<file path="src/rtl/wro_pkg.sv">
// Package: shared definitions for the debug-hold warm reset override.
// Assumes the two overdriven lines are always indexed as declared here.
package wro_pkg;
    // Number of lines the block can overdrive
    localparam int LINE_CNT      = 2;
    // Index of the processor reset line
    localparam int IDX_CPU_RST   = 0;
    // Index of the power keep-alive line
    localparam int IDX_KEEPALIVE = 1;
    // Level each line takes while driven (reset low, keep-alive high)
    localparam logic [LINE_CNT-1:0] DRIVE_LVL = 2'b10;

    // Edge detector channel positions
    localparam int CH_HOLD  = 0;
    localparam int CH_RAIL  = 1;
    localparam int CH_CNT   = 2;
    // Edge detector reset history: hold idles high, rail assumed down
    localparam logic [CH_CNT-1:0] CH_RST_VAL = 2'b01;

    // Tri-state drive of one line
    typedef struct packed {
        logic oe;
        logic lvl;
    } line_drive_t;
endpackage

</file>
<file path="src/rtl/wro_edge.sv">
// Module: per-channel edge detector.
// Keeps one cycle of history per channel and flags rises and falls as
// combinational pulses valid for the cycle in which the new level shows.
// Assumes inputs are already synchronised to clk.
module wro_edge #(
    parameter int                 WIDTH   = 2,
    parameter logic [WIDTH-1:0]   RST_VAL = '0
) (
    input  logic             clk,
    input  logic             rst_n,
    input  logic [WIDTH-1:0] din,
    output logic [WIDTH-1:0] rise,
    output logic [WIDTH-1:0] fall
);
    logic [WIDTH-1:0] prev_q;

    for (genvar i = 0; i < WIDTH; i++) begin : g_ch
        // Purpose: hold the previous sample of channel i
        always_ff @(posedge clk) begin
            if (!rst_n) prev_q[i] <= RST_VAL[i];
            else        prev_q[i] <= din[i];
        end
        assign rise[i] = ~prev_q[i] &  din[i];
        assign fall[i] =  prev_q[i] & ~din[i];
    end
endmodule

</file>
<file path="src/rtl/wro_core.sv">
// Module: takeover flag and cold-reset request generator.
// The flag is set by a hold fall while the rail is up and cleared only by
// a rail collapse. The request pulses once per hold release seen during
// a takeover. Assumes the edge strobes are single-cycle.
module wro_core (
    input  logic clk,
    input  logic rst_n,
    input  logic hold_fall,
    input  logic hold_rise,
    input  logic rail_ok,
    input  logic rail_fall,
    output logic flag_o,
    output logic req_o
);
    logic flag_q;
    logic req_q;

    // Purpose: track whether the block is overdriving the lines
    always_ff @(posedge clk) begin
        if (!rst_n)                    flag_q <= 1'b0;
        else if (flag_q && rail_fall)  flag_q <= 1'b0;
        else if (hold_fall && rail_ok) flag_q <= 1'b1;
    end

    // Purpose: one-cycle cold power cycle request on release during takeover
    always_ff @(posedge clk) begin
        if (!rst_n) req_q <= 1'b0;
        else        req_q <= hold_rise & flag_q;
    end

    assign flag_o = flag_q;
    assign req_o  = req_q;
endmodule

</file>
<file path="src/rtl/wro_pads.sv">
// Module: maps the takeover flag onto tri-state drives.
// Each line is enabled while the flag is set and then takes its DRIVE_LVL
// bit; when released, its level rests at the opposite value.
module wro_pads
    import wro_pkg::*;
#(
    parameter int                N         = LINE_CNT,
    parameter logic [N-1:0]      DRIVE_VAL = DRIVE_LVL
) (
    input  logic                  takeover,
    output line_drive_t [N-1:0]   lines_o
);
    for (genvar i = 0; i < N; i++) begin : g_line
        // Purpose: enable and level of line i
        always_comb begin
            lines_o[i].oe  = takeover;
            lines_o[i].lvl = takeover ? DRIVE_VAL[i] : ~DRIVE_VAL[i];
        end
    end
endmodule

</file>
<file path="src/rtl/warm_hold_override.sv">
// Module: top of the debug-hold warm reset override.
// Overdrives the processor reset (low) and power keep-alive (high) while
// an external agent holds the warm-reset line under a live rail. It then
// requests a cold cycle on release and lets go when the rail collapses.
// Assumes hold_n_i and rail_ok_i are synchronised to clk.
module warm_hold_override
    import wro_pkg::*;
(
    input  logic clk,
    input  logic rst_n,
    input  logic hold_n_i,
    input  logic rail_ok_i,
    output logic cpu_rst_oe_o,
    output logic cpu_rst_lvl_o,
    output logic keepalive_oe_o,
    output logic keepalive_lvl_o,
    output logic takeover_o,
    output logic cold_req_o
);
    logic [CH_CNT-1:0]          ch_in;
    logic [CH_CNT-1:0]          ch_rise;
    logic [CH_CNT-1:0]          ch_fall;
    logic                       flag;
    line_drive_t [LINE_CNT-1:0] lines;

    assign ch_in[CH_HOLD] = hold_n_i;
    assign ch_in[CH_RAIL] = rail_ok_i;

    wro_edge #(
        .WIDTH   (CH_CNT),
        .RST_VAL (CH_RST_VAL)
    ) u_edge (
        .clk  (clk),
        .rst_n(rst_n),
        .din  (ch_in),
        .rise (ch_rise),
        .fall (ch_fall)
    );

    wro_core u_core (
        .clk      (clk),
        .rst_n    (rst_n),
        .hold_fall(ch_fall[CH_HOLD]),
        .hold_rise(ch_rise[CH_HOLD]),
        .rail_ok  (rail_ok_i),
        .rail_fall(ch_fall[CH_RAIL]),
        .flag_o   (flag),
        .req_o    (cold_req_o)
    );

    wro_pads #(
        .N        (LINE_CNT),
        .DRIVE_VAL(DRIVE_LVL)
    ) u_pads (
        .takeover(flag),
        .lines_o (lines)
    );

    assign takeover_o      = flag;
    assign cpu_rst_oe_o    = lines[IDX_CPU_RST].oe;
    assign cpu_rst_lvl_o   = lines[IDX_CPU_RST].lvl;
    assign keepalive_oe_o  = lines[IDX_KEEPALIVE].oe;
    assign keepalive_lvl_o = lines[IDX_KEEPALIVE].lvl;
endmodule

</file>
<file path="config.mk">
export PLATFORM = sky130hd
export DESIGN_NAME = warm_hold_override
export DESIGN_NICKNAME = d
export VERILOG_FILES = /design/src/rtl/wro_pkg.sv /design/src/rtl/wro_edge.sv /design/src/rtl/wro_core.sv /design/src/rtl/wro_pads.sv /design/src/rtl/warm_hold_override.sv
export SDC_FILE = /design/constraint.sdc
export NUM_CORES = 1
export LEC_CHECK = 0
export BUFFER_PORTS_ARGS = -buffer_cell sky130_fd_sc_hd__buf_4
export CAP_MARGIN = 20
export CELL_PAD_IN_SITES_DETAIL_PLACEMENT = 1
export CELL_PAD_IN_SITES_GLOBAL_PLACEMENT = 2
export CORE_AREA = 10 10 47 49
export CTS_BUF_LIST = sky130_fd_sc_hd__clkbuf_8
export DETAILED_ROUTE_END_ITERATION = 10
export DIE_AREA = 0 0 57 59
export GPL_ROUTABILITY_DRIVEN = 1
export PLACE_DENSITY_LB_ADDON = 0.1
export SLEW_MARGIN = 20
export SYNTH_ARGS = -nofsm -noshare
export SYNTH_HDL_FRONTEND = slang
export SYNTH_SLANG_ARGS = --single-unit
</file>
<file path="constraint.sdc">
create_clock -name clk -period 0.8 [get_ports clk]
set_input_delay 0.04 -clock clk [delete_from_list [all_inputs] [get_ports clk]]
set_output_delay 0.04 -clock clk [all_outputs]
set_load 0.05 [all_outputs]
</file>
==> out/qor.txt, run 1 <==
Tot GR Track Use - 3.07%
CTS root buffer - clkbuf_8
via/cell ratio - 3.20
Worst EP arrival - 0.82 ns
Die Span Y - 59 um
Rel. slew slack - 90.2%
clock network fraction of total power - 55.4%
CTS tree - built
dpl cells - 36
vias in the first global route - 168
ys async rst share - 0%
Pwr per Cell Area - 2780 nW/um2
status - complete, but fails checks
Max Slew Vio Count - 0
TritonCTS buffer count - 3
mux contribution to synthesized area - 0%
Worst Setup End Kind - output port
syn_nets - 18
n_diodes - 0
Startpoint Class - flip-flop
Tcrit/Tclk final - 107%
DR pass1 iterations - 2
XOR/XNOR share of the synthesized area - 0%
core area - 1400 um2
first-iteration detailed-routing DRC count - 4
die width - 57 um
Hold Path Class - primary input to flip-flop
first-pass GRT wire length - 724 um
Comb pwr share - 16.9%
Leakage - 0.133 nW
Hold Slack - 0.0277 ns
maximum clock rate - 1160 MHz
Tmin final - 0.859 ns
most frequent cell after synthesis - dfxtp_1
# DRC - 0
fraction of layout cells with a size suffix above 1 - 64.0%
Post-Synthesis Cell Area - 155 um2
CTS Buffer Depth - 2
max-capacitance violation count - 0
CP required - 0.76 ns
NetSw - 0.000203 W
post-route antenna net violation count - 0
largest family of logic cells by synthesized area - simple AND/OR/NAND/NOR gates
total power - 0.000790 W
crit path max fanout - 6
Layout Skew - 0.00606 ns
io pins - 10
largest net degree at the start of global routing - 7
register share of total power - 27.7%
Synth top area share - 51.6%
internal power component - 0.000588 W
failing checks - setup timing
simple-gate share of the synthesized area - 25.0%
die area - 3360 um2
post-synthesis cell count - 14
Post-Synth Adder-Cell Area - 0%
final-report setup violation count - 6
flops & latches, synth - 4
Ys Warns - 0
syn_area_per_cell - 11.1 um2
clock sinks - 4
Synth Area in Compound Gates - 6.45%
initial antenna violation count - 0
Slew @ Worst Pin - 0.149 ns
final setup margin - -0.0587 ns
Layout Cells excl Fill - 41
initial core utilization - 11.1%
Routed WL per cell - 9.76 um
Final Core Density - 20.3%
Skew-Pair Late Insertion Delay - 0.22 ns
cell taking the most area after synthesis - dfxtp_1
row cnt - 14
Fin. Hold Viols - 0
Max IR drop VDD - 0.823 mV
DRT Wirelength - 400 um
Reg clk slew, reported paths - 0.04 ns
Post-synth EDFFs - 0
top cells by count, synth - 4 x dfxtp_1, 3 x buf_4
area grow syn2layout - 83.1%
synth top area cells - dfxtp_1 52%, buf_4 15%, a32o_1 6.5%
worst slack at placement - 0.0834 ns
Final #Nets - 30
sw frac - 25.6%
RSZ-0062 raised after global routing - yes
Synth Flop Type - dfxtp_1
CTS H-tree lvls - 1
WS Path Type - flip-flop to output port
synth unique cells - 9
total gr overflow - 0
sequential share of the synthesized area - 51.6%
I/O Buffers - 9
routed vias - 131
gp weighted congestion - 0.540
-- final timing paths --
path | start | slack (ns) | to | cells after the start
setup / recovery | u_core.flag_o$_SDFFE_PP0P_ | -0.06 | cpu_rst_lvl_o | 2
hold / removal | hold_n_i | 0.03 | u_edge.prev_q[0]$_SDFF_PN1_ | 2
setup reg to reg | u_core.flag_o$_SDFFE_PP0P_ | 0 | u_core.flag_o$_SDFFE_PP0P_ | 2
hold reg to reg | u_edge.prev_q[1]$_SDFF_PN0_ | 0.53 | u_core.flag_o$_SDFFE_PP0P_ | 2
-- metal layers --
| metal | vias up | GRT usage (%) | wire length (um) |
|---|---|---|---|
| met5 | - | 0 | 0 |
| met4 | 0 | 4.03 | 0 |
| met3 | 0 | 2.58 | 53 |
| met2 | 8 | 3.57 | 177 |
| met1 | 57 | 2.86 | 169 |
| li1 | 66 | - | - |
-- what timing repair did --
item	4_1_cts	5_1_grt
pin swaps	0	0
setup buffers	1	0
setup endpoints to repair	5	7
gates resized for setup	1	0
hold buffers	0	0
-- cell usage in the layout (no fill, tap or decap) --
cell | Yosys | final
a32o_1 | 1 | 1
and2_4 | 1 | 1
and4b_1 | 1 | 1
buf_4 | 3 | 9
buf_6 | 0 | 1
clkbuf_8 | 0 | 3
clkinvlp_4 | 0 | 1
dfxtp_1 | 4 | 3
dfxtp_4 | 0 | 1
inv_1 | 1 | 1
nand2b_1 | 1 | 1
nor2b_1 | 1 | 1
or2b_1 | 1 | 1
-- state kept, by name, summed over array words and instances, names as in the netlist --
signal and count:
u_core.flag_o 1, u_edge.prev_q 2, u_core.req_o 1
-- worst max-delay path, cell delays in order (launching register included) --
cell,delay [ns]
dfxtp_4,0.37
clkinvlp_4,0.08
buf_6,0.15
-- power groups by stage --
stage | combinational, W | sequential (W) | clock (W)
final | 0.000134 | 0.000218 | 0.000438
after detailed placement | 0.000127 | 0.000223 | 0
after CTS | 0.000136 | 0.000219 | 0.000454
after floorplan | 0.0000821 | 0.000235 | 0
after global routing | 0.000143 | 0.000220 | 0.000486
after global placement | 0.000127 | 0.000223 | 0
-- cells by family after synthesis --
kind of cell / after synthesis
and+or+nand+nor: 5
DFF: 4
AOI/OAI and AO/OA: 1
buffers and inverters: 4
-- area by class of cell --
| class | count | area (um2) |
|---|---|---|
| clock inverters | 1 | 3.75 |
| flip-flops and latches | 4 | 83.8 |
| multi-input cells | 6 | 48.8 |
| repair buffers | 10 | 78.8 |
| fillers | 179 | 1120 |
| well taps | 16 | 20.0 |
| inverters | 1 | 7.51 |
| clock buffers | 3 | 41.3 |
-- metrics by stage --
stage | instance area (um2) | setup TNS (ns)
global placement | 228 | 0
floorplan | 163 | 0
finish | 284 | -0.210
CTS | 284 | -0.284
global route | 284 | -0.436
detailed placement | 228 | 0
Power figures use the tool's default switching activity.
==> inputs of run 2 (changes only) <==
ABC_AREA = 1   (was default)
CTS_CLUSTER_DIAMETER = 120   (was default)
==> run 2 against run 1 <==
The run still ends with setup timing left. Via count increased by 15%. Clock power about the same. Global-route usage decreased by 0.089 points. Count of clock-buffer cells in the layout stayed put. Critical path depth unchanged. Synthesized area stayed put. Critical endpoint unchanged. Largest cell class is now buffers. Largest power group unchanged.
==> out/qor.txt, run 2 <==
status - complete, but fails checks
failing checks - setup timing
filler cell count - 172
io pins - 10
fraction of layout cells with a size suffix above 1 - 50.0%
Synth top area share - 51.6%
crit path max fanout - 6
clock sinks - 4
Tot GR Track Use - 2.98%
Worst Hold End - u_edge.prev_q[1]$_SDFF_PN0_
Hold Path Class - primary input to flip-flop
Die Span Y - 59 um
Tcrit/Tclk final - 107%
worst-case reg-to-reg path depth - 4
Reg area - 83.8 um2
post-route antenna net violation count - 0
register share of total power - 28.3%
post-synthesis cell count - 20
gp weighted congestion - 0.678
sequential share of the synthesized area - 51.6%
vias in the first global route - 195
CP required - 0.76 ns
Comb pwr share - 15.4%
area grow syn2layout - 92.7%
DR pass1 iterations - 2
Startpoint Class - flip-flop
Final #Nets - 35
commonest non-fill, non-tap cell in the layout - nand2_1
ys async rst share - 0%
die area - 3360 um2
max reg flops - 2
Max IR drop VDD - 0.605 mV
largest net degree at the start of global routing - 7
cts hold-fix bufs - 0
final-report setup violation count - 5
most frequent cell after synthesis - nand2_1
NetSw - 0.000196 W
worst r2r src - u_core.flag_o$_SDFFE_PP0P_
r2r setup slk - 0.08 ns
Rel. slew slack - 90.9%
routed vias - 151
Reg clk slew, reported paths - 0.04 ns
clock network fraction of total power - 56.2%
worst slack at placement - 0.115 ns
Post-CTS Setup Bufs - 0
internal power component - 0.000582 W
sw frac - 25.2%
initial antenna violation count - 0
Final Core Density - 21.3%
Layout Skew - 0.00605 ns
total gr overflow - 0
Max Slew Vio Count - 0
Leakage - 0.152 nW
Pwr per Cell Area - 2600 nW/um2
min-delay src - rail_ok_i
Fin. Hold Viols - 0
DP HPWL - 358 um
Routed WL per cell - 9.57 um
first-pass GRT wire length - 752 um
Ys Warns - 0
Skew-Pair Late Insertion Delay - 0.22 ns
synth unique cells - 8
most frequent cells in the layout - 5 x nand2_1, 4 x buf_4, 4 x buf_6
CTS Buffer Depth - 2
core area - 1400 um2
initial core utilization - 11.1%
FF-to-FF End - u_core.flag_o$_SDFFE_PP0P_
TritonCTS buffer count - 3
area of the multi-input gates - 41.3 um2
CTS H-tree lvls - 1
RSZ-0062 raised after global routing - yes
die width - 57 um
I/O Buffers - 9
syn_area_per_cell - 7.76 um2
final setup margin - -0.0547 ns
Reg with most FFs - u_edge.prev_q
cell taking the most area after synthesis - dfxtp_1
Synth Flop Type - dfxtp_1
CTS root buffer - clkbuf_8
syn_nets - 24
row cnt - 14
# DRC - 0
synth top area cells - dfxtp_1 52%, buf_4 15%, nand2_1 12%
maximum clock rate - 1170 MHz
flops & latches, synth - 4
top cells by count, synth - 5 x nand2_1, 4 x dfxtp_1, 3 x buf_4, 3 x nor2_1, 2 x inv_1
Worst EP arrival - 0.81 ns
DRT Wirelength - 440 um
Tmin final - 0.855 ns
CTS tree - built
Post-synth EDFFs - 0
Post-Synthesis Cell Area - 155 um2
first-iteration detailed-routing DRC count - 2
via/cell ratio - 3.28
Hold Crit Depth - 3
max-capacitance violation count - 0
Worst Setup End Kind - output port
n_diodes - 0
WS Path Type - flip-flop to output port
total power - 0.000779 W
Slew @ Worst Pin - 0.136 ns
run 2: layout make-up:
class	count	share of cell area (%)
well taps	16	6.69
multi-input cells	10	13.8
inverters	3	6.28
flip-flops and latches	4	28.0
repair buffers	9	30.1
clock inverters	1	1.26
clock buffers	3	13.8
run 2: kinds of logic after synthesis:
| logic type | Yosys count | synth area share (%) |
|---|---|---|
| simple gates | 10 | 26.6 |
| flops | 4 | 51.6 |
| buf+inv | 6 | 21.8 |
run 2: how the worst max path moves through the flow:
stage                                          start                          to
final                     u_core.flag_o$_SDFFE_PP0P_               cpu_rst_lvl_o
after global routing      u_core.flag_o$_SDFFE_PP0P_               cpu_rst_lvl_o
after CTS                 u_core.flag_o$_SDFFE_PP0P_               cpu_rst_lvl_o
after detailed placement  u_core.flag_o$_SDFFE_PP0P_  u_core.flag_o$_SDFFE_PP0P_
after global placement    u_core.flag_o$_SDFFE_PP0P_  u_core.flag_o$_SDFFE_PP0P_
after floorplan           u_core.flag_o$_SDFFE_PP0P_  u_core.flag_o$_SDFFE_PP0P_
run 2: per-stage QoR:
step                      setup TNS, ns  std cells  cell area (um2)  hold WS, ns
after floorplan                 -0.0102         20              166        0.109
after global placement                0         42              231        0.234
after detailed placement              0         42              231        0.240
after CTS                        -0.273         46              299       0.0142
after global routing             -0.383         46              299       0.0198
final                            -0.244         46              299       0.0141
run 2: power by group through the flow:
stage / logic (W) / clock network [W] / registers [W]
floorplan: 0.0000690 / 0 / 0.000231
global placement: 0.000111 / 0 / 0.000221
detailed placement: 0.000110 / 0 / 0.000221
CTS: 0.000122 / 0.000451 / 0.000221
global route: 0.000127 / 0.000468 / 0.000223
finish: 0.000120 / 0.000438 / 0.000221
run 2: metal layers:
layer,vias to the layer above,GRT usage [%],part of all wire (%)
met4,0,2.01,0
met1,70,2.38,37
met5,-,0,0
met2,6,4.34,50
met3,0,3.22,13
li1,75,-,-
run 2: worst max-delay path, cell delays in order (launching register included):
cell	delay [ns]
dfxtp_4	0.41
inv_8	0.04
buf_8	0.14
run 2: what timing repair did:
| action | in CTS | in global routing |
|---|---|---|
| gates resized for setup | 6 | 0 |
| endpoints found under the setup margin | 5 | 5 |
| cloned | 0 | 0 |
==> inputs of run 3 (changes only) <==
CAP_MARGIN = default   (was 20)
CORE_AREA = 2 2 39 41   (was 10 10 47 49)
DIE_AREA = 0 0 41 43   (was 0 0 57 59)
==> run 3 against run 2 <==
Count of clock-buffer cells in the layout stayed put. Clock power hardly changed. The flow still finishes with violations (setup timing). Register-to-register slack worse by 0.11 ns. Combinational power is 12% higher. Sequential power hardly changed. Largest cell class unchanged. Largest power group unchanged. Critical path type unchanged. Total power is 1.8% higher. Die area is 48% lower. Fmax is 0.57% higher.
==> out/qor.txt, run 3 (same netlist as run 2, synthesis figures left out) <==
first-iteration detailed-routing DRC count - 3
area grow syn2layout - 111%
die width - 41 um
Max Slew Vio Count - 0
maximum clock rate - 1180 MHz
Worst EP arrival - 0.81 ns
routed vias - 157
WS Path Type - flip-flop to output port
status - complete, but fails checks
fraction of layout cells with a size suffix above 1 - 57.6%
DRT Wirelength - 358 um
io pins - 10
post-route antenna net violation count - 0
CTS tree - built
# DRC - 0
cts hold-fix bufs - 0
Worst Setup End Kind - output port
crit-path leading delay family - flip-flops
Tcrit/Tclk final - 106%
TritonCTS buffer count - 3
die area - 1760 um2
Reg clk slew, reported paths - 0.03 ns
final-report setup violation count - 6
gp weighted congestion - 0.622
crit path max fanout - 6
CTS H-tree lvls - 1
clock sinks - 4
Hold Path Class - primary input to flip-flop
total gr overflow - 0
Leakage - 0.167 nW
core area - 1380 um2
Fin. Hold Viols - 0
Hold Crit Depth - 3
Rel. slew slack - 91.0%
first-pass GRT wire length - 524 um
max-capacitance violation count - 0
vias in the first global route - 114
Max IR drop VDD - 0.715 mV
failing checks - setup timing
RSZ-0062 raised after global routing - yes
most frequent cells in the layout - 6 x buf_4, 5 x buf_6, 4 x nand2_1
via/cell ratio - 3.20
CP required - 0.76 ns
Slew @ Worst Pin - 0.134 ns
Die Span Y - 43 um
crit path cell chain - inv_8, buf_8
worst r2r src - u_core.flag_o$_SDFFE_PP0P_
CTS Buffer Depth - 2
CTS root buffer - clkbuf_8
Tmin final - 0.850 ns
Startpoint Class - flip-flop
filler cell count - 157
initial antenna violation count - 0
DR pass1 iterations - 2
critical path buffer and inverter count - 2
Tot GR Track Use - 5.52%
Final #Nets - 38
largest net degree at the start of global routing - 7
Final Core Density - 23.7%
Skew-Pair Late Insertion Delay - 0.22 ns
max reg flops - 2
n_diodes - 0
worst-case reg-to-reg path depth - 5
Pwr per Cell Area - 2420 nW/um2
r2r setup slk - -0.03 ns
final setup margin - -0.0499 ns
commonest non-fill, non-tap cell in the layout - buf_4
Routed WL per cell - 7.31 um
CP peak stage delay - 0.41 ns
FF-to-FF End - u_core.flag_o$_SDFFE_PP0P_
I/O Buffers - 9
Hold Slack - 0.0133 ns
min-delay src - rail_ok_i
Crit-path slowest cell - dfxtp_4
row cnt - 14
Reg with most FFs - u_edge.prev_q
Layout Skew - 0.00254 ns
Worst Hold End - u_edge.prev_q[1]$_SDFF_PN0_
initial core utilization - 11.2%
-- run 3: cell types whose count changed in the layout (fill, tap and decap cells not counted), sizes merged --
cell / previous run / this run
buf: 9 / 12
-- run 3: layer usage --
metal,vias to the layer above,GRT usage (%),wire length (um)
li1,80,-,-
met1,67,6.43,144
met2,10,4.38,167
met3,0,7.85,47
met4,0,4.00,0
met5,-,0,0
-- run 3: worst max path at each step --
stage                                       to  cells past startpoint  slack [ns]                        from
CTS                              cpu_rst_lvl_o                      2       -0.06  u_core.flag_o$_SDFFE_PP0P_
finish                           cpu_rst_lvl_o                      2       -0.05  u_core.flag_o$_SDFFE_PP0P_
global route        u_core.flag_o$_SDFFE_PP0P_                      5       -0.09  u_core.flag_o$_SDFFE_PP0P_
detailed placement  u_core.flag_o$_SDFFE_PP0P_                      4        0.11  u_core.flag_o$_SDFFE_PP0P_
global placement    u_core.flag_o$_SDFFE_PP0P_                      4        0.11  u_core.flag_o$_SDFFE_PP0P_
floorplan           u_core.flag_o$_SDFFE_PP0P_                      4       -0.01  u_core.flag_o$_SDFFE_PP0P_
-- run 3: timing repair --
action	4_1_cts	5_1_grt
setup buffers	3	0
pin swaps	1	0
endpoints found under the setup margin	5	6
gates resized for setup	6	2
-- run 3: metrics by stage --
| stage | power (W) | cells | worst slack (ns) | area (um2) | setup TNS, ns |
|---|---|---|---|---|---|
| 2_1_floorplan | 0.000300 | 20 | -0.0102 | 166 | -0.0102 |
| 3_3_place_gp | 0.000329 | 42 | 0.111 | 231 | 0 |
| 3_5_place_dp | 0.000330 | 42 | 0.105 | 231 | 0 |
| 4_1_cts | 0.000815 | 49 | -0.0571 | 322 | -0.287 |
| 5_1_grt | 0.000846 | 49 | -0.0878 | 328 | -0.462 |
| 6_report | 0.000793 | 49 | -0.0499 | 328 | -0.248 |
-- run 3: power breakdown --
group          internal, W  leakage [nW]  total [W]  switching (W)
Combinational    0.0000581         0.107   0.000134      0.0000759
Clock             0.000328        0.0269   0.000439       0.000111
Sequential        0.000208        0.0337   0.000220      0.0000118
-- run 3: worst register-to-register path, cell delays in order (launching register included) --
cell     delay, ns
dfxtp_4       0.41
inv_8         0.04
buf_4         0.12
nand2_2       0.05
nand2_1       0.04
nor2_1        0.09
-- run 3: area by class of cell --
type | count | area [um2] | share of cell area [%]
Timing Repair Buffer | 12 | 116 | 35.5
Sequential cell | 4 | 83.8 | 25.6
Multi-Input combinational cell | 10 | 43.8 | 13.4
Clock buffer | 3 | 41.3 | 12.6
Tap cell | 16 | 20.0 | 6.11
Inverter | 3 | 18.8 | 5.73
Clock inverter | 1 | 3.75 | 1.15
